===== src/rtl/sao_band_apply.sv =====
module sao_band_apply #(
  parameter int PIX_W  = 8,
  parameter int BAND_W = 5,
  parameter int OFS_W  = 4,
  parameter int WIN    = 4
) (
  input  logic                   clk,
  input  logic                   rst_n,
  input  logic                   cfg_load,
  input  logic [BAND_W-1:0]      cfg_start,
  input  logic [WIN*OFS_W-1:0]   cfg_ofs,
  input  logic                   in_valid,
  input  logic [PIX_W-1:0]       in_pix,
  output logic                   out_valid,
  output logic [PIX_W-1:0]       out_pix
);

  localparam int SHIFT = PIX_W - BAND_W;
  localparam int SUM_W = PIX_W + 2;
  localparam logic [BAND_W-1:0] WIN_L = BAND_W'(WIN);

  logic [BAND_W-1:0]    start_q;
  logic [WIN*OFS_W-1:0] ofs_q;
  logic [BAND_W-1:0]    band, slot;
  logic                 hit;
  logic [OFS_W-1:0]     ofs_sel;
  logic [SUM_W-1:0]     sum;
  logic [PIX_W-1:0]     clipped;

  always_ff @(posedge clk or negedge rst_n) begin
    if (!rst_n) begin
      start_q <= '0;
      ofs_q   <= '0;
    end else if (cfg_load && !in_valid) begin
      start_q <= cfg_start;
      ofs_q   <= cfg_ofs;
    end
  end

  assign band = in_pix[PIX_W-1:SHIFT];
  assign slot = band - start_q;
  assign hit  = slot < WIN_L;

  always_comb begin
    ofs_sel = '0;
    for (int i = 0; i < WIN; i++)
      if (hit && slot == BAND_W'(i)) ofs_sel = ofs_q[i*OFS_W +: OFS_W];
  end

  assign sum = {2'b00, in_pix} + {{(SUM_W-OFS_W){ofs_sel[OFS_W-1]}}, ofs_sel};

  always_comb begin
    if (sum[SUM_W-1])                 clipped = '0;
    else if (sum[SUM_W-2:PIX_W] != 0) clipped = '1;
    else                              clipped = sum[PIX_W-1:0];
  end

  always_ff @(posedge clk or negedge rst_n) begin
    if (!rst_n) begin
      out_valid <= 1'b0;
      out_pix   <= '0;
    end else begin
      out_valid <= in_valid;
      if (in_valid) out_pix <= clipped;
    end
  end

  a_r7_valid_delay: assert property (@(posedge clk) disable iff (!rst_n)
    in_valid |=> out_valid);
  a_r7_idle_delay: assert property (@(posedge clk) disable iff (!rst_n)
    !in_valid |=> !out_valid);
  a_r5_pass_through: assert property (@(posedge clk) disable iff (!rst_n)
    (in_valid && !hit) |=> out_pix == $past(in_pix));
  a_r8_hold: assert property (@(posedge clk) disable iff (!rst_n)
    !in_valid |=> $stable(out_pix));
  a_r4_neg_lowers: assert property (@(posedge clk) disable iff (!rst_n)
    (in_valid && hit && ofs_sel[OFS_W-1]) |=> out_pix <= $past(in_pix));
  a_r4_pos_raises: assert property (@(posedge clk) disable iff (!rst_n)
    (in_valid && hit && !ofs_sel[OFS_W-1]) |=> out_pix >= $past(in_pix));
  a_r10_cfg_frozen: assert property (@(posedge clk) disable iff (!rst_n)
    (!cfg_load || in_valid) |=> ($stable(start_q) && $stable(ofs_q)));

endmodule


===== config.mk =====
export PLATFORM = sky130hd
export DESIGN_NAME = sao_band_apply
export DESIGN_NICKNAME = d
export VERILOG_FILES = /design/src/rtl/sao_band_apply.sv
export SDC_FILE = /design/constraint.sdc
export NUM_CORES = 1
export LEC_CHECK = 0
export ABC_AREA = 0
export BUFFER_PORTS_ARGS = -buffer_cell sky130_fd_sc_hd__buf_2
export CAP_MARGIN = 10
export CORE_MARGIN = 8
export CORE_UTILIZATION = 55
export CTS_BUF_LIST = sky130_fd_sc_hd__clkbuf_8 sky130_fd_sc_hd__clkbuf_16
export CTS_CLUSTER_SIZE = 24
export DETAILED_ROUTE_END_ITERATION = 12
export GPL_TIMING_DRIVEN = 0
export PLACE_DENSITY = 0.85
export SKIP_CTS_REPAIR_TIMING = 1
export SYNTH_ARGS = -nofsm -noshare
export SYNTH_HDL_FRONTEND = slang
export SYNTH_SLANG_ARGS = --single-unit
export TNS_END_PERCENT = 100

===== constraint.sdc =====
create_clock -name clk -period 6.4 [get_ports clk]
set_input_delay 0 -clock clk [delete_from_list [all_inputs] [get_ports clk]]
set_output_delay 0 -clock clk [all_outputs]
set_load 0.03 [all_outputs]

Word level (Yosys, flattened, before mapping)
Cells that the tools add are included.
- add/subtract/negate cells: 2
- multipliers: 0
- divide/modulo/power cells: 0
- magnitude comparators: 1
- equality and inequality tests: 3
- shift operators: 0
- mux-type cells: 6
- bitwise gates (word level): 0
- reduce and logical (&&, ||, !) cells: 7
- operators with widths (kind ; number):
    $mux 4 ; 4
    $mux 8 ; 2
    $add 9x4->10 ; 1
    $eq 5x2->1 const B ; 2
    $eq 5x1->1 const B ; 1
    $logic_and 1x1->1 ; 5
    $logic_not 5->1 ; 1
    $lt 5x3->1 const B ; 1
    $sub 5x5->5 ; 1
    $logic_not 1->1 ; 1
- register bits after elaboration: 30
- latch bits: 0
- RAM bits: 0
- memory bits (read-only): 0
- output and inout port bits: 9
- word-level logic and storage cells: 23
- memories kept: 0

Depth between registers and ports, before layout
Gate-level depths: netlist of run 1.
- depth after elaboration: 10
- gate-level depth with buffers: 17

Worst setup path before layout of run 1
Ideal clock, no wire load.
- kind: register to register
- from: register start_q[0]
- to: register out_pix[0]
- setup time: 0.104 ns
- data arrival time: 3.578 ns
- slack: 2.719 ns
- stages on the path, launching flop included: 16
- buffers on the path: 0
- clock period less this slack: 3.681 ns
- path through: dfrtp_1 -> ha_1 -> fa_1 -> nand2b_1 -> a21oi_2 -> xnor2_1 -> or3_2 -> a211oi_1 -> inv_1 -> fa_1 -> nor2b_4 -> o31ai_2 -> a211oi_1 -> or2_1 -> xnor2_2 -> a221oi_1
- cells in the longest elaborated chain, start to end: 10
- ends and longest elaborated chain (element ; RTL line ; text):
    from (decl) ; 22 ; logic [BAND_W-1:0] start_q;
    from (signal assigned) ; 35 ; start_q <= cfg_start;
    $sub 5x5->5 (*) ; 41 ; assign slot = band - start_q;
    $lt 5x3->1 / $logic_not 5->1 (equally long branches) ; 42, 47 ;
    $logic_and 1x1->1 ; 47 ; if (hit && slot == BAND_W'(i)) ofs_sel = ofs_q[i*OFS_W +: OFS_W];
    $mux 4 (3 in series) ; 47 ;
    $mux 4 (*) ; 47 ;
    $add 9x4->10 (*) ; 50 ; assign sum = {2'b00, in_pix} + {{(SUM_W-OFS_W){ofs_sel[OFS_W-1]}}, ofs_sel};
    $mux 8 ; 54 ; else if (sum[SUM_W-2:PIX_W] != 0) clipped = '1;
    $mux 8 (*) ; 53 ; if (sum[SUM_W-1]) clipped = '0;
    to (signal assigned) ; 64 ; if (in_valid) out_pix <= clipped;
    to (decl) ; 15 ; output logic [PIX_W-1:0] out_pix
Every way passes the cells marked *; elsewhere a longest branch is shown, timed or not.
A chain may end at the register's enable or synchronous reset.

Worst setup path in the final report of run 1
- from: register start_q[0]
- to: register out_pix[5]
The elaborated chain is that of the path after synthesis.

==> results of run 1 <==
[cell families (layout without fill, tap and decap cells)]
logic type | Yosys count | after routing | share of synthesized area (%)
AOI/OAI and AO/OA | 31 | 31 | 12.4
adders and majority gates | 15 | 15 | 11.0
muxes | 22 | 22 | 15.4
and+or+nand+nor | 40 | 40 | 11.3
xor gates and xnor gates | 10 | 10 | 5.57
DFF | 30 | 30 | 40.7
buffers and inverters | 17 | 89 | 3.60
[cell type report]
type,instances,area [µm²],share of cell area [%]
plain buffers,6,25.0,1.03
clock buffers,6,82.6,3.40
clock inverters,2,12.5,0.515
inverters,11,41.3,1.70
multi-input cells,118,1030,42.2
flip-flops and latches,30,751,30.9
well taps,46,57.6,2.37
repair buffers,64,435,17.9
[report_power, final]
part | total, mW | switching, mW | internal, mW | leakage (nW)
Combinational | 0.300 | 0.170 | 0.131 | 0.724
Clock | 0.161 | 0.0745 | 0.0863 | 0.0472
Sequential | 0.255 | 0.0224 | 0.233 | 0.351
Total | 0.716 | 0.267 | 0.450 | 1.12
[stage by stage]
stage / total power [mW] / cell area, µm² / instances / util [%] / setup slack, ps
2_1_floorplan: 0.471 / 1840 / 165 / - / 2720
3_3_place_gp: 0.535 / 2110 / 252 / 64.1 / 2410
3_5_place_dp: 0.543 / 2110 / 252 / 64.1 / 2380
4_1_cts: 0.704 / 2200 / 260 / 67.0 / 2360
5_1_grt: 0.761 / 2430 / 283 / 74.0 / 2000
6_report: 0.716 / 2430 / 283 / 74.0 / 2350
[cell usage after synthesis (2+ instances only)]
cell type and count:
dfrtp_1 30, mux2_2 18, nor2_1 18, ha_1 13
inv_1 11, a221oi_1 8, nand2_1 7, xnor2_1 6
nor2b_1 5, o21ai_0 5, a21oi_1 4, clkbuf_1 4
a211oi_1 3, nor3_1 3, a21o_1 2, fa_1 2
mux4_2 2, o21a_1 2, xor2_1 2
[tightest hold or removal path, stage by stage]
cell,delay [ps]
buf_2,80
ha_1,220
nor2_1,90
a221oi_1,70
[flip-flops by register name, summed over array words and instances (netlist names)]
name       count
out_pix        8
ofs_q         16
start_q        5
out_valid      1
[routing by layer]
metal,share of wire [%],GRT usage [%]
met1,40,18.7
met2,51,24.3
met3,6.5,3.96
met4,2.2,6.21
met5,0,0
[path summary, 6_finish.rpt]
| kind | depth (start not counted) | to | slack [ps] | startpoint |
|---|---|---|---|---|
| max in group asynchronous | 2 | start_q[2]$_DFFE_PN0P_ | 5690 | rst_n |
| hold / removal | 4 | out_pix[0]$_DFFE_PN0P_ | 240 | in_pix[0] |
| min in group asynchronous | 2 | out_pix[6]$_DFFE_PN0P_ | 280 | rst_n |
| setup reg to reg | 15 | out_pix[5]$_DFFE_PN0P_ | 2350 | start_q[0]$_DFFE_PN0P_ |
| setup / recovery | 15 | out_pix[5]$_DFFE_PN0P_ | 2350 | start_q[0]$_DFFE_PN0P_ |
| hold reg to reg | 1 | ofs_q[13]$_DFFE_PN0P_ | 500 | ofs_q[13]$_DFFE_PN0P_ |
[placed cells by master, fill, tap and decap left out, drive strengths merged, types with 5 or more instances in the layout]
| master | count |
|---|---|
| buf | 42 |
| dfrtp | 30 |
| dlygate4sd3 | 23 |
| nor2 | 18 |
| mux2 | 18 |
| ha | 13 |
| inv | 11 |
| clkbuf | 11 |
| a221oi | 8 |
| nand2 | 7 |
| xnor2 | 7 |
| nor2b | 6 |
| o21ai | 5 |
| a21oi | 5 |
==> results.json, run 1 <==
{
  "diodes": 0,
  "ys_warn_count": 0,
  "dr.pass1.iters": 5,
  "clkTransAtPathRegs_ps": 70,
  "clock_skew_ps": 6.25,
  "cp_max_fo": 7,
  "dieWidth_um": 73.9,
  "fin_crit_ps": 4050,
  "p_leak_nw": 1.12,
  "crit_required_ps": 6580,
  "ys.flop_type": "dfrtp_1",
  "grt_max_degree": 31,
  "cts_sinks": 30,
  "hpwl_mm": 2.92,
  "die_h_um": 73.9,
  "layout-drive-gt1-share_pct": 33.3,
  "synth_seq_area_share_pct": 40.7,
  "ys_seq_elements": 30,
  "peakVddDrop_v": 0.000167,
  "syn_area_mm2": 0.00184,
  "syn_to_final_growth_pct": 31.9,
  "vias": 1487,
  "setup_tns_ps": 0,
  "async_flop_share_pct": 100,
  "worst_pin_slew_ps": 646,
  "critPathBufInv": 1,
  "status": "completed",
  "grt.overflow.total": 0,
  "ant_nets": 0,
  "clkLatencyLatePin_ps": 280,
  "finalWirelength_mm": 4.41,
  "place_congestion": 0.767,
  "drv_cap": 0,
  "path_cells": "ha_1 -> fa_1 -> nand2b_1 -> a21oi_2 -> xnor2_1 -> or3_2 -> a211oi_1 -> inv_1 -> fa_1 -> nor2b_4 -> o31ai_2 -> a211oi_1 -> or2_1 -> xnor2_2 -> a221oi_1",
  "drc_errors": 0,
  "port_buffers": 41,
  "fillers": 217,
  "hold_class": "in2reg",
  "synth.net_count": 213,
  "cts_made_buffers": 5,
  "grt_pass1_vias": 1457,
  "synth_cells": 165,
  "drt_iter0_markers": 52,
  "max_freq_mhz": 247,
  "syn_avg_cell_area_um2": 11.2,
  "arrival_ps": 4230,
  "antenna_found_initial": 0,
  "core_mm2": 0.00328,
  "ys_types": 39,
  "nNetsFinal": 284,
  "hold_violations": 0,
  "grt_pass1_wl_mm": 6.42,
  "grtUsageTotal_pct": 15.1,
  "htreeDepth": 2,
  "setup_viol": 0,
  "drv_slew": 0,
  "initial_core_util_pct": 56.1,
  "cts-root-buf": "clkbuf_8",
  "fp.dieArea_mm2": 0.00546,
  "relSlewSlack_pct": 56.9,
  "endpoint_kind": "flop",
  "critPathMaxStageDelay_ps": 480,
  "min_period_over_period_pct": 63.3,
  "yosysTopAreaCellShare_pct": 40.7,
  "clockBufferDepth": 2,
  "cts_tree": "built",
  "viasPerCell": 5.25,
  "power_density_mw_per_mm2": 295,
  "cp_top_family": "adder cells",
  "slowest_stage": "or3_2",
  "wl_per_cell_um": 15.6,
  "io_pins": 42,
  "timing.hold.ws_ps": 236,
  "fp-row-count": 21,
  "start_kind": "flop",
  "rsz0062_at_grt": "no",
  "synth_enable_flop_cells": 0,
  "setup.worst_path.class": "reg2reg",
  "yosys.area.top_type": "dfrtp_1",
  "ys_top_cells_by_area": "dfrtp_1 (41%), mux2_2 (11%), ha_1 (8.8%), a221oi_1 (3.8%), nor2_1 (3.7%)"
}
Note: power is estimated with default switching activity, not from simulation.
==> inputs of run 2 (changes only) <==
--- a/config.mk
+++ b/config.mk
@@ -9,12 +9,12 @@
 export BUFFER_PORTS_ARGS = -buffer_cell sky130_fd_sc_hd__buf_2
 export CAP_MARGIN = 10
 export CORE_MARGIN = 8
-export CORE_UTILIZATION = 55
+export CORE_UTILIZATION = 48
 export CTS_BUF_LIST = sky130_fd_sc_hd__clkbuf_8 sky130_fd_sc_hd__clkbuf_16
 export CTS_CLUSTER_SIZE = 24
 export DETAILED_ROUTE_END_ITERATION = 12
 export GPL_TIMING_DRIVEN = 0
-export PLACE_DENSITY = 0.85
+export PLACE_DENSITY = 0.79
 export SKIP_CTS_REPAIR_TIMING = 1
 export SYNTH_ARGS = -nofsm -noshare
 export SYNTH_HDL_FRONTEND = slang
==> constraint.sdc (replaced) <==
create_clock -name clk -period 3.45 [get_ports clk]
set_input_delay 0 -clock clk [delete_from_list [all_inputs] [get_ports clk]]
set_output_delay 0 -clock clk [all_outputs]
set_load 0.03 [all_outputs]
==> results.json, run 2 (same netlist as run 1, synthesis figures left out) <==
{
  "gr-usage-met3_pct": 5.76,
  "antenna_found_initial": 0,
  "swShare_pct": 34.7,
  "status": "finished, violations left",
  "arrival_ps": 3910,
  "setup_slack_ps": -290,
  "setup_viol": 8,
  "syn_to_final_growth_pct": 46.0,
  "final_common_cell": "buf_2",
  "cts_made_buffers": 5,
  "drv_cap": 0,
  "clock_power_share_pct": 28.3,
  "relSlewSlack_pct": 56.0,
  "grtUsageTotal_pct": 12.9,
  "drc_errors": 0,
  "dieWidth_um": 78.0,
  "io_pins": 42,
  "fp.dieArea_mm2": 0.00608,
  "grt_pass1_vias": 1396,
  "grt_max_degree": 31,
  "clkTransAtPathRegs_ps": 70,
  "nNetsFinal": 292,
  "setup.worst_path.class": "reg2reg",
  "drv_slew": 0,
  "worst_pin_slew_ps": 661,
  "final_area_mm2": 0.00269,
  "drt_iter0_markers": 42,
  "wl_per_cell_um": 15.5,
  "htreeDepth": 2,
  "grt_util_met2_pct": 20.7,
  "combPwrFrac_pct": 42.0,
  "power_switching_uw": 553,
  "port_buffers": 41,
  "multi_input_area_mm2": 0.00118,
  "min_period_over_period_pct": 108,
  "cp_max_fo": 7,
  "grt_pass1_wl_mm": 6.34,
  "initial_core_util_pct": 50.0,
  "diodes": 0,
  "ant_nets": 0,
  "power_frac_seq_pct": 29.7,
  "reg.largest.list": "ofs_q x16, out_pix x8, start_q x5",
  "gr-max-usage-layer": "met2",
  "top_register": "ofs_q",
  "start_kind": "flop",
  "p_int_mw": 1.04,
  "fillers": 253,
  "dr.pass1.iters": 4,
  "hold_class": "in2reg",
  "fp-row-count": 22,
  "met1_usage_pct": 15.3,
  "cts_tree": "built",
  "largest_reg_flops": 16,
  "viasPerCell": 5.16,
  "crit_required_ps": 3620,
  "rsz0062_at_grt": "yes",
  "vias": 1512,
  "clock_skew_ps": 2.91,
  "cts_sinks": 30,
  "peakVddDrop_v": 0.000337,
  "failed_checks": "setup timing",
  "endpoint_kind": "flop",
  "placed_cell_area_mm2": 0.00212,
  "core_mm2": 0.00369,
  "final_cell_mix": "buf_2 (42), dfrtp_1 (30), dlygate4sd3_1 (23), mux2_2 (18), nor2_1 (17)",
  "finalWirelength_mm": 4.55,
  "setup_tns_ps": -1560,
  "fin_crit_ps": 3740,
  "place_congestion": 0.755,
  "clkLatencyLatePin_ps": 290,
  "grt.overflow.total": 0,
  "hold_violations": 0,
  "clockBufferDepth": 2,
  "layout-drive-gt1-share_pct": 44.5,
  "cts-root-buf": "clkbuf_8",
  "p_leak_nw": 1.22,
  "hpwl_mm": 2.96,
  "die_h_um": 78.0,
  "max_freq_mhz": 267,
  "power_density_mw_per_mm2": 592,
  "seq_area_um2": 751
}
## run 2: stage by stage
step                      utilization, %  total power [mW]  hold WS [ps]  setup WS, ps  std cells
after floorplan                        -             0.885          -296          1.23        165
after global placement              57.5              1.01          62.2          -310        254
after detailed placement            57.5              1.02          73.2          -372        254
after CTS                           61.4              1.47          -237          -394        262
after global routing                73.0              1.68           268          -477        293
final                               73.0              1.59           255          -290        293
## run 2: path summary, 6_finish.rpt
path,endpoint,cells after the start,start,slack (ps)
min in group asynchronous,out_pix[6]$_DFFE_PN0P_,2,rst_n,270
hold reg to reg,ofs_q[12]$_DFFE_PN0P_,1,ofs_q[12]$_DFFE_PN0P_,510
setup / recovery,out_pix[5]$_DFFE_PN0P_,16,start_q[0]$_DFFE_PN0P_,-290
max in group asynchronous,ofs_q[1]$_DFFE_PN0P_,2,rst_n,2750
hold / removal,out_pix[0]$_DFFE_PN0P_,4,in_pix[0],260
setup reg to reg,out_pix[5]$_DFFE_PN0P_,16,start_q[0]$_DFFE_PN0P_,-290
## run 2: routing by layer
layer | vias up | share of wire [%]
li1 | 748 | -
met1 | 720 | 41
met2 | 35 | 51
met3 | 9 | 6.5
met4 | 0 | 1.3
met5 | - | 0
## run 2: worst max-delay path, cell delays in order (launching register included)
cell and delay (ps):
dfrtp_1 390, ha_2 200, fa_2 340, nand2b_4 160, a21oi_4 160, xnor2_2 100, or3_4 430, nor2b_4 150
ha_4 140, inv_2 40, fa_2 380, nor2b_4 150, o31ai_4 80, a211oi_2 270, or2_4 190, xnor2_4 120
a221oi_1 320
## run 2: layout make-up
| cell class | count | share of cell area [%] |
|---|---|---|
| Buffer | 6 | 0.930 |
| Clock inverter | 2 | 2.23 |
| Clock buffer | 6 | 3.07 |
| Tap cell | 48 | 2.23 |
| Timing Repair Buffer | 72 | 18.4 |
| Sequential cell | 30 | 27.9 |
| Multi-Input combinational cell | 118 | 43.7 |
| Inverter | 11 | 1.53 |
## run 2: power groups by stage
stage               logic [mW]  registers, mW  clock network [mW]
floorplan                0.324          0.562                   0
global placement         0.534          0.474                   0
detailed placement       0.542          0.479                   0
CTS                      0.545          0.473               0.457
global route             0.726          0.483               0.473
finish                   0.670          0.473               0.452
